## config.mk

```make
export PLATFORM = sky130hd
export DESIGN_NAME = win_scale_stepper
export DESIGN_NICKNAME = d
export VERILOG_FILES = /design/src/rtl/win_scale_pkg.sv /design/src/rtl/win_scale_cfg.sv /design/src/rtl/win_scale_raster.sv /design/src/rtl/win_scale_axis.sv /design/src/rtl/win_scale_stepper.sv
export SDC_FILE = /design/constraint.sdc
export NUM_CORES = 1
export LEC_CHECK = 0
export BUFFER_PORTS_ARGS = -buffer_cell sky130_fd_sc_hd__buf_2
export CORE_MARGIN = 2
export CORE_UTILIZATION = 52
export DETAILED_ROUTE_END_ITERATION = 8
export HOLD_SLACK_MARGIN = 0.03
export PLACE_DENSITY = 0.66
export REMOVE_ABC_BUFFERS = 1
export SLEW_MARGIN = 20
export SYNTH_ARGS = -nofsm -noshare
export SYNTH_HDL_FRONTEND = slang
export SYNTH_SLANG_ARGS = --single-unit
```

## constraint.sdc

```tcl
create_clock -name clk -period 4.34 [get_ports clk]
set_clock_uncertainty 0.15 [all_clocks]
set_input_delay 0.217 -clock clk [delete_from_list [all_inputs] [get_ports clk]]
set_output_delay 0.217 -clock clk [all_outputs]
set_load 0.05 [all_outputs]
```

## src/rtl/win_scale_pkg.sv

```systemverilog
package win_scale_pkg;
   localparam int HALF_W = 16;
   typedef logic [HALF_W-1:0] half_t;

   typedef struct packed {
      logic  en;
      half_t in_w;
      half_t in_h;
      half_t out_w;
      half_t out_h;
      half_t pos_x;
      half_t pos_y;
      half_t inc_h;
      half_t inc_v;
      half_t init_h;
      half_t init_v;
   } wcfg_t;

   typedef enum logic [2:0] {
      SEL_IN_SIZE  = 3'd0,
      SEL_OUT_SIZE = 3'd1,
      SEL_OUT_POS  = 3'd2,
      SEL_STEP     = 3'd3,
      SEL_INIT_H   = 3'd4,
      SEL_INIT_V   = 3'd5,
      SEL_CTRL     = 3'd6
   } reg_sel_e;
endpackage

```

## src/rtl/win_scale_cfg.sv

```systemverilog
module win_scale_cfg
   import win_scale_pkg::*;
#(
   parameter int CW = 12
) (
   input  logic        clk,
   input  logic        rst_n,
   input  logic        cfg_we,
   input  logic [2:0]  cfg_addr,
   input  logic [31:0] cfg_wdata,
   input  logic        upd_req,
   input  logic        frame_start,
   output wcfg_t       act,
   output wcfg_t       nxt,
   output logic        pend
);
   localparam half_t CMASK = half_t'((32'd1 << CW) - 1);

   wcfg_t shadow;
   half_t lo_c, hi_c;

   assign lo_c = cfg_wdata[15:0]  & CMASK;
   assign hi_c = cfg_wdata[31:16] & CMASK;
   assign nxt  = pend ? shadow : act;

   always_ff @(posedge clk) begin
      if (!rst_n) begin
         shadow <= '0;
         act    <= '0;
         pend   <= 1'b0;
      end else begin
         if (cfg_we) begin
            case (reg_sel_e'(cfg_addr))
               SEL_IN_SIZE:  begin shadow.in_w  <= lo_c; shadow.in_h  <= hi_c; end
               SEL_OUT_SIZE: begin shadow.out_w <= lo_c; shadow.out_h <= hi_c; end
               SEL_OUT_POS:  begin shadow.pos_x <= lo_c; shadow.pos_y <= hi_c; end
               SEL_STEP:     begin shadow.inc_h <= cfg_wdata[15:0]; shadow.inc_v <= cfg_wdata[31:16]; end
               SEL_INIT_H:   shadow.init_h <= cfg_wdata[15:0];
               SEL_INIT_V:   shadow.init_v <= cfg_wdata[15:0];
               SEL_CTRL:     shadow.en <= cfg_wdata[0];
               default:      ;
            endcase
         end
         if (frame_start) begin
            act <= nxt;
            if (pend) pend <= 1'b0;
         end
         if (upd_req) pend <= 1'b1;
      end
   end
endmodule

```

## src/rtl/win_scale_raster.sv

```systemverilog
module win_scale_raster #(
   parameter int CW = 12
) (
   input  logic          clk,
   input  logic          rst_n,
   input  logic          frame_start,
   input  logic          line_start,
   input  logic          pix_stb,
   input  logic [CW-1:0] pos_x,
   input  logic [CW-1:0] pos_y,
   input  logic [CW-1:0] out_w,
   input  logic [CW-1:0] out_h,
   output logic          x_in,
   output logic          y_in
);
   logic [CW-1:0] col, row;
   logic          seen;

   always_ff @(posedge clk) begin
      if (!rst_n) begin
         col  <= '0;
         row  <= '0;
         seen <= 1'b0;
      end else if (frame_start) begin
         col  <= '0;
         row  <= '0;
         seen <= 1'b0;
      end else if (line_start) begin
         col  <= '0;
         if (seen) row <= row + 1'b1;
         seen <= 1'b1;
      end else if (pix_stb) begin
         col <= col + 1'b1;
      end
   end

   assign x_in = ({1'b0, col} >= {1'b0, pos_x}) &&
                 ({1'b0, col} <  ({1'b0, pos_x} + {1'b0, out_w}));
   assign y_in = seen &&
                 ({1'b0, row} >= {1'b0, pos_y}) &&
                 ({1'b0, row} <  ({1'b0, pos_y} + {1'b0, out_h}));
endmodule

```

## src/rtl/win_scale_axis.sv

```systemverilog
module win_scale_axis #(
   parameter int CW   = 12,
   parameter int FRAC = 12,
   parameter int ACCW = 28
) (
   input  logic          clk,
   input  logic          rst_n,
   input  logic          reload,
   input  logic [15:0]   reload_val,
   input  logic          step,
   input  logic [15:0]   inc,
   input  logic [CW-1:0] size,
   output logic [CW-1:0] coord
);
   localparam int IPW = ACCW - FRAC;

   logic [ACCW-1:0] acc;
   logic [IPW-1:0]  ipart;

   always_ff @(posedge clk) begin
      if (!rst_n)      acc <= '0;
      else if (reload) acc <= {{(ACCW-16){1'b0}}, reload_val};
      else if (step)   acc <= acc + {{(ACCW-16){1'b0}}, inc};
   end

   assign ipart = acc[ACCW-1:FRAC];

   always_comb begin
      if (size == '0)
         coord = '0;
      else if (ipart >= {{(IPW-CW){1'b0}}, size})
         coord = size - 1'b1;
      else
         coord = ipart[CW-1:0];
   end
endmodule

```

## src/rtl/win_scale_stepper.sv

```systemverilog
module win_scale_stepper
   import win_scale_pkg::*;
#(
   parameter int CW   = 12,
   parameter int FRAC = 12
) (
   input  logic          clk,
   input  logic          rst_n,
   input  logic          frame_start,
   input  logic          line_start,
   input  logic          pix_stb,
   input  logic          cfg_we,
   input  logic [2:0]    cfg_addr,
   input  logic [31:0]   cfg_wdata,
   input  logic          upd_req,
   output logic          out_valid,
   output logic [CW-1:0] src_x,
   output logic [CW-1:0] src_y
);
   localparam int ACCW   = CW + HALF_W;
   localparam int N_AXIS = 2;

   if (CW < 2 || CW > HALF_W) begin : g_bad_cw
      $error("CW must be between 2 and 16");
   end
   if (FRAC < 1 || FRAC >= HALF_W) begin : g_bad_frac
      $error("FRAC must leave integer bits in a 16-bit increment");
   end

   wcfg_t act_cfg, nxt_cfg;
   logic  upd_pend;
   logic  x_in, y_in, hit;
   logic  unused_cfg;

   win_scale_cfg #(.CW(CW)) u_cfg (
      .clk(clk), .rst_n(rst_n), .cfg_we(cfg_we), .cfg_addr(cfg_addr),
      .cfg_wdata(cfg_wdata), .upd_req(upd_req), .frame_start(frame_start),
      .act(act_cfg), .nxt(nxt_cfg), .pend(upd_pend)
   );

   win_scale_raster #(.CW(CW)) u_raster (
      .clk(clk), .rst_n(rst_n), .frame_start(frame_start),
      .line_start(line_start), .pix_stb(pix_stb),
      .pos_x(act_cfg.pos_x[CW-1:0]), .pos_y(act_cfg.pos_y[CW-1:0]),
      .out_w(act_cfg.out_w[CW-1:0]), .out_h(act_cfg.out_h[CW-1:0]),
      .x_in(x_in), .y_in(y_in)
   );

   assign hit = pix_stb & x_in & y_in;

   logic          ax_rel  [N_AXIS];
   logic          ax_step [N_AXIS];
   half_t         ax_rval [N_AXIS];
   half_t         ax_inc  [N_AXIS];
   logic [CW-1:0] ax_size [N_AXIS];
   logic [CW-1:0] ax_crd  [N_AXIS];

   for (genvar a = 0; a < N_AXIS; a++) begin : g_axis
      if (a == 0) begin : g_horiz
         assign ax_rel[a]  = line_start;
         assign ax_rval[a] = act_cfg.init_h;
         assign ax_step[a] = hit;
         assign ax_inc[a]  = act_cfg.inc_h;
         assign ax_size[a] = act_cfg.in_w[CW-1:0];
      end else begin : g_vert
         assign ax_rel[a]  = frame_start;
         assign ax_rval[a] = nxt_cfg.init_v;
         assign ax_step[a] = line_start & y_in;
         assign ax_inc[a]  = act_cfg.inc_v;
         assign ax_size[a] = act_cfg.in_h[CW-1:0];
      end
      win_scale_axis #(.CW(CW), .FRAC(FRAC), .ACCW(ACCW)) u_axis (
         .clk(clk), .rst_n(rst_n), .reload(ax_rel[a]), .reload_val(ax_rval[a]),
         .step(ax_step[a]), .inc(ax_inc[a]), .size(ax_size[a]),
         .coord(ax_crd[a])
      );
   end

   always_ff @(posedge clk) begin
      if (!rst_n) begin
         out_valid <= 1'b0;
         src_x     <= '0;
         src_y     <= '0;
      end else begin
         out_valid <= hit & act_cfg.en;
         if (hit) begin
            src_x <= ax_crd[0];
            src_y <= ax_crd[1];
         end
      end
   end

   assign unused_cfg = ^{act_cfg, nxt_cfg, upd_pend};
endmodule

```

==> summary.txt <==
Worst setup path
  – Crit Path Category: flip-flop to flip-flop
  – CP cell instances: ha_1 -> a21o_1 -> a21oi_2 -> nor2b_2 -> nor4_2 -> o31ai_2 -> o41ai_2 -> xor2_1 -> ha_2 -> nor4_4 -> o221ai_1 -> a21oi_1 -> a211o_2 -> nand4_4 -> buf_6 -> buf_4 -> or4_1 -> a21oi_1
  – Worst Setup SP: u_cfg.act[97]$_SDFFE_PN0P_
  – Worst Path Required: between 4 and 5 ns
  – Worst reg2reg startpoint: u_cfg.act[97]$_SDFFE_PN0P_
  – Startpoint types: flip-flop
  – Family with the most delay on the worst path: compound AO/OA/AOI/OAI gates
  – Most used cell, CP: a21oi_1
  – CP peak stage delay: approximately 0.5 ns
  – CP Capture Type: flip-flop
  – R2r setup slk: between 0.15 and 0.2 ns
  – WP data arrival: between 4 and 5 ns
  – Worst r2r dst: g_axis[0].u_axis.acc[18]$_SDFFE_PP0P_
  – Worst path bufs/invs: 2
  – Critical Path Fanout Max: 8
  – Crit path max-delay cell type: or4_1
  – Reg2reg path depth: 18

Clock tree
  – H-tree depth: 2
  – Clock latency on the worst-skew pair: around 0.56 ns
  – CTS tree: built
  – Clock Sinks: ~380
  – CTS clock-pin slew for the worst setup and hold paths: ~0.06 ns
  – CTS root buf: clkbuf_16
  – Number of CTS-inserted buffers: between 40 and 50
  – Clk buf depth: 3

Die
  – Die X-Extent: 194.1 um
  – Full die area: about 0.038 mm2
  – Core Area: 0.03557 mm2
  – Num rows: ~70
  – Die Ht: ~190 um
  – Initial Util: 52.83%
  – Io pins: 67

Worst hold path
  – Hold Startpoint: frame_start
  – Hold crit path type: input pin to flip-flop
  – WHS Endpoint: g_axis[1].u_axis.acc[1]$_SDFFE_PN0P_
  – Worst Hold Path Cells: 2

Finish
  – Area of the multi-input gates: approximately 0.011 mm2
  – Synth-to-layout area growth: 14.36%
  – Register area: 0.007631 mm2
  – Share of layout cells above drive strength 1: 9.605%
  – Ant. Diodes: 0
  – Layout Cells excl Fill: approximately 2900
  – Nets: about 2600
  – Final Util: about three fifths
  – Finished Cell Area: between 0.02 and 0.025 mm2
  – Filler instances: around 3300

Run status
  – Status: completed

Logic synthesis
  – Synth Register Bits: approximately 380
  – Post-synth EDFFs: 0
  – Post-synthesis async set-or-reset flop share: 0%
  – Gate Count Post-Synth: 2358
  – Ys Warns: 0
  – Mapped Area: ~0.019 mm2
  – Post-synth cell types: 70
  – Synth Flop Type: dfxtp_1
  – Avg Inst Size Synth: 7.969 um2
  – Seq/Total Area, Yosys: between 40% and 50%

Timing
  – Tightest Pin Transition: between 1 and 1.5 ns
  – Fin. Hold Viols: 0
  – Max Clk Rate: approximately 0.24 GHz
  – Clock period minus worst slack: approximately 4.2 ns
  – Min Hold Slack: around 0.067 ns
  – Final setup fails: 0
  – Fin crit share: roughly 96%
  – Max_slew headroom: around 25%
  – Max-slew violations: 0

Drt
  – Detailed Route WL: between 50000 and 60000 um
  – Post-route ant nets: 0
  – Drt wl/cell: 17.79 um
  – Vias per cell: about 5.7
  – DRC viols: 0
  – Starting DRT DRC Count: around 1100
  – Via count: 16670
  – TritonRoute pass-1 iters: 5

Place
  – Placed cells: between 2000 and 3000
  – Port bufs: 66
  – Hpwl dp: 35160 um
  – Gpl congestion: approximately 0.9
  – Post-DP Area: roughly 0.02 mm2

Power
  – PwrDens: 354.3 mW/mm2
  – Peak supply drop: 292.2 uV
  – Pwr Total: roughly 7.6 mW
  – Leakage: around 8.0 nW

Global routing
  – First-pass GRT wire length: around 84000 um
  – Largest net degree at the start of global routing: between 90 and 100
  – Initial antenna violation count: 0
  – Vias in the first global route: around 16000
  – Total congestion overflow: 0
  – Overall Global Routing Usage: 27.37%

Flow run
  – Max_cap viols: 0
## synth_stat cells (all sizes together), types with 8 or more instances
library cell | number | area share (%)
nor4 | 10 | 0.33
ha | 130 | 8.7
a21oi | 359 | 9.6
dfxtp | 381 | 41
nor2b | 9 | 0.30
o211ai | 8 | 0.32
a21o | 15 | 0.60
a211oi | 18 | 0.72
and2 | 12 | 0.40
o21ai | 69 | 1.8
nand4 | 19 | 0.67
xor2 | 33 | 1.5
nand3 | 39 | 1.0
o2111ai | 9 | 0.42
nor3 | 23 | 0.61
inv | 82 | 1.6
or3 | 15 | 0.50
nand2b | 12 | 0.40
nand2 | 619 | 12
xnor2 | 44 | 2.1
clkbuf | 103 | 2.1
mux2i | 38 | 2.0
or4 | 11 | 0.44
buf | 17 | 0.51
o21a | 11 | 0.44
and3 | 15 | 0.50
a31oi | 8 | 0.27
mux2 | 23 | 1.4
o31ai | 12 | 0.48
nor2 | 103 | 2.1
a22o | 22 | 1.0
## timing repair
item | in CTS | in global routing
setup endpoints to repair | 35 | 78
hold buffers | 44 | 0
pin swaps | 4 | 16
gates cloned | 0 | 0
resized for setup | 10 | 22
endpoints found under the hold margin | 143 | 0
setup buffers | 4 | 4
## registers in the layout, indices dropped and copies added, names as in the netlist, 12 cells and up
name	cells
u_raster.row	12
src_x	12
u_raster.col	12
g_axis.u_axis.acc	56
src_y	12
u_cfg.shadow	137
u_cfg.act	137
## cells by family after synthesis
group,count (synthesis),synth area share [%]
DFF,381,40.59
buffers and inverters,203,4.235
xor gates and xnor gates,77,3.589
adders and majority gates,134,9.082
AOI/OAI and AO/OA,589,18.44
muxes,61,3.402
and+or+nand+nor,913,20.67
## cells in the final DEF (no fill, tap or decap), types with 22 or more instances in the layout
| cell type | n |
|---|---|
| a21oi_1 | 354 |
| a22o_1 | 22 |
| buf_2 | 66 |
| buf_4 | 32 |
| clkbuf_16 | 43 |
| dfxtp_1 | 378 |
| dlygate4sd3_1 | 44 |
| ha_1 | 127 |
| inv_1 | 81 |
| mux2_2 | 23 |
| mux2i_1 | 38 |
| nand2_1 | 618 |
| nand3_1 | 37 |
| nor2_1 | 102 |
| o21ai_0 | 66 |
| xnor2_1 | 44 |
| xor2_1 | 33 |
## how the worst max path moves through the flow
stage	end	slack, ns	cells past startpoint
6_report	g_axis[0].u_axis.acc[18]$_SDFFE_PP0P_	0.17	18
5_1_grt	g_axis[0].u_axis.acc[18]$_SDFFE_PP0P_	-0.06	18
4_1_cts	g_axis[0].u_axis.acc[19]$_SDFFE_PP0P_	0.003	19
3_5_place_dp	src_x[9]$_SDFFE_PN0P_	-0.25	16
3_3_place_gp	src_x[9]$_SDFFE_PN0P_	-0.15	16
2_1_floorplan	src_x[0]$_SDFFE_PN0P_	-1.74	3
## metal layers
layer | wire (um) | vias up | GRT usage, %
met5 | 0 | - | 0
met4 | 1747 | 0 | 9.820
met3 | 2870 | 88 | 4.331
met2 | 23950 | 386 | 45.02
met1 | 23350 | 7936 | 36.39
li1 | - | 8260 | -
## report_power, final
group / internal [mW] / switching (mW) / leakage [nW]
Combinational: 0.159 / 0.315 / 4.30
Sequential: 3.54 / 0.0308 / 3.08
Clock: 2.13 / 1.43 / 0.667
## through the flow
stage                     setup TNS (ns)  setup slack, ns
after CTS                              0         0.003279
after floorplan                  -180.88           -1.741
final                                  0           0.1664
after global routing             -0.3899         -0.05773
after detailed placement          -2.927          -0.2467
after global placement            -1.567          -0.1526
## area by class of cell
cell class                 instances  share of cell area (%)
clock buffer                      65                   5.764
clock inverter                     8                  0.5531
inverter                          83                   1.485
multi-input combinational       1774                   48.97
sequential                       381                   35.51
tap                              461                   2.684
timing repair buffer             146                   5.036
No activity file was read; power rests on OpenSTA's default activity.
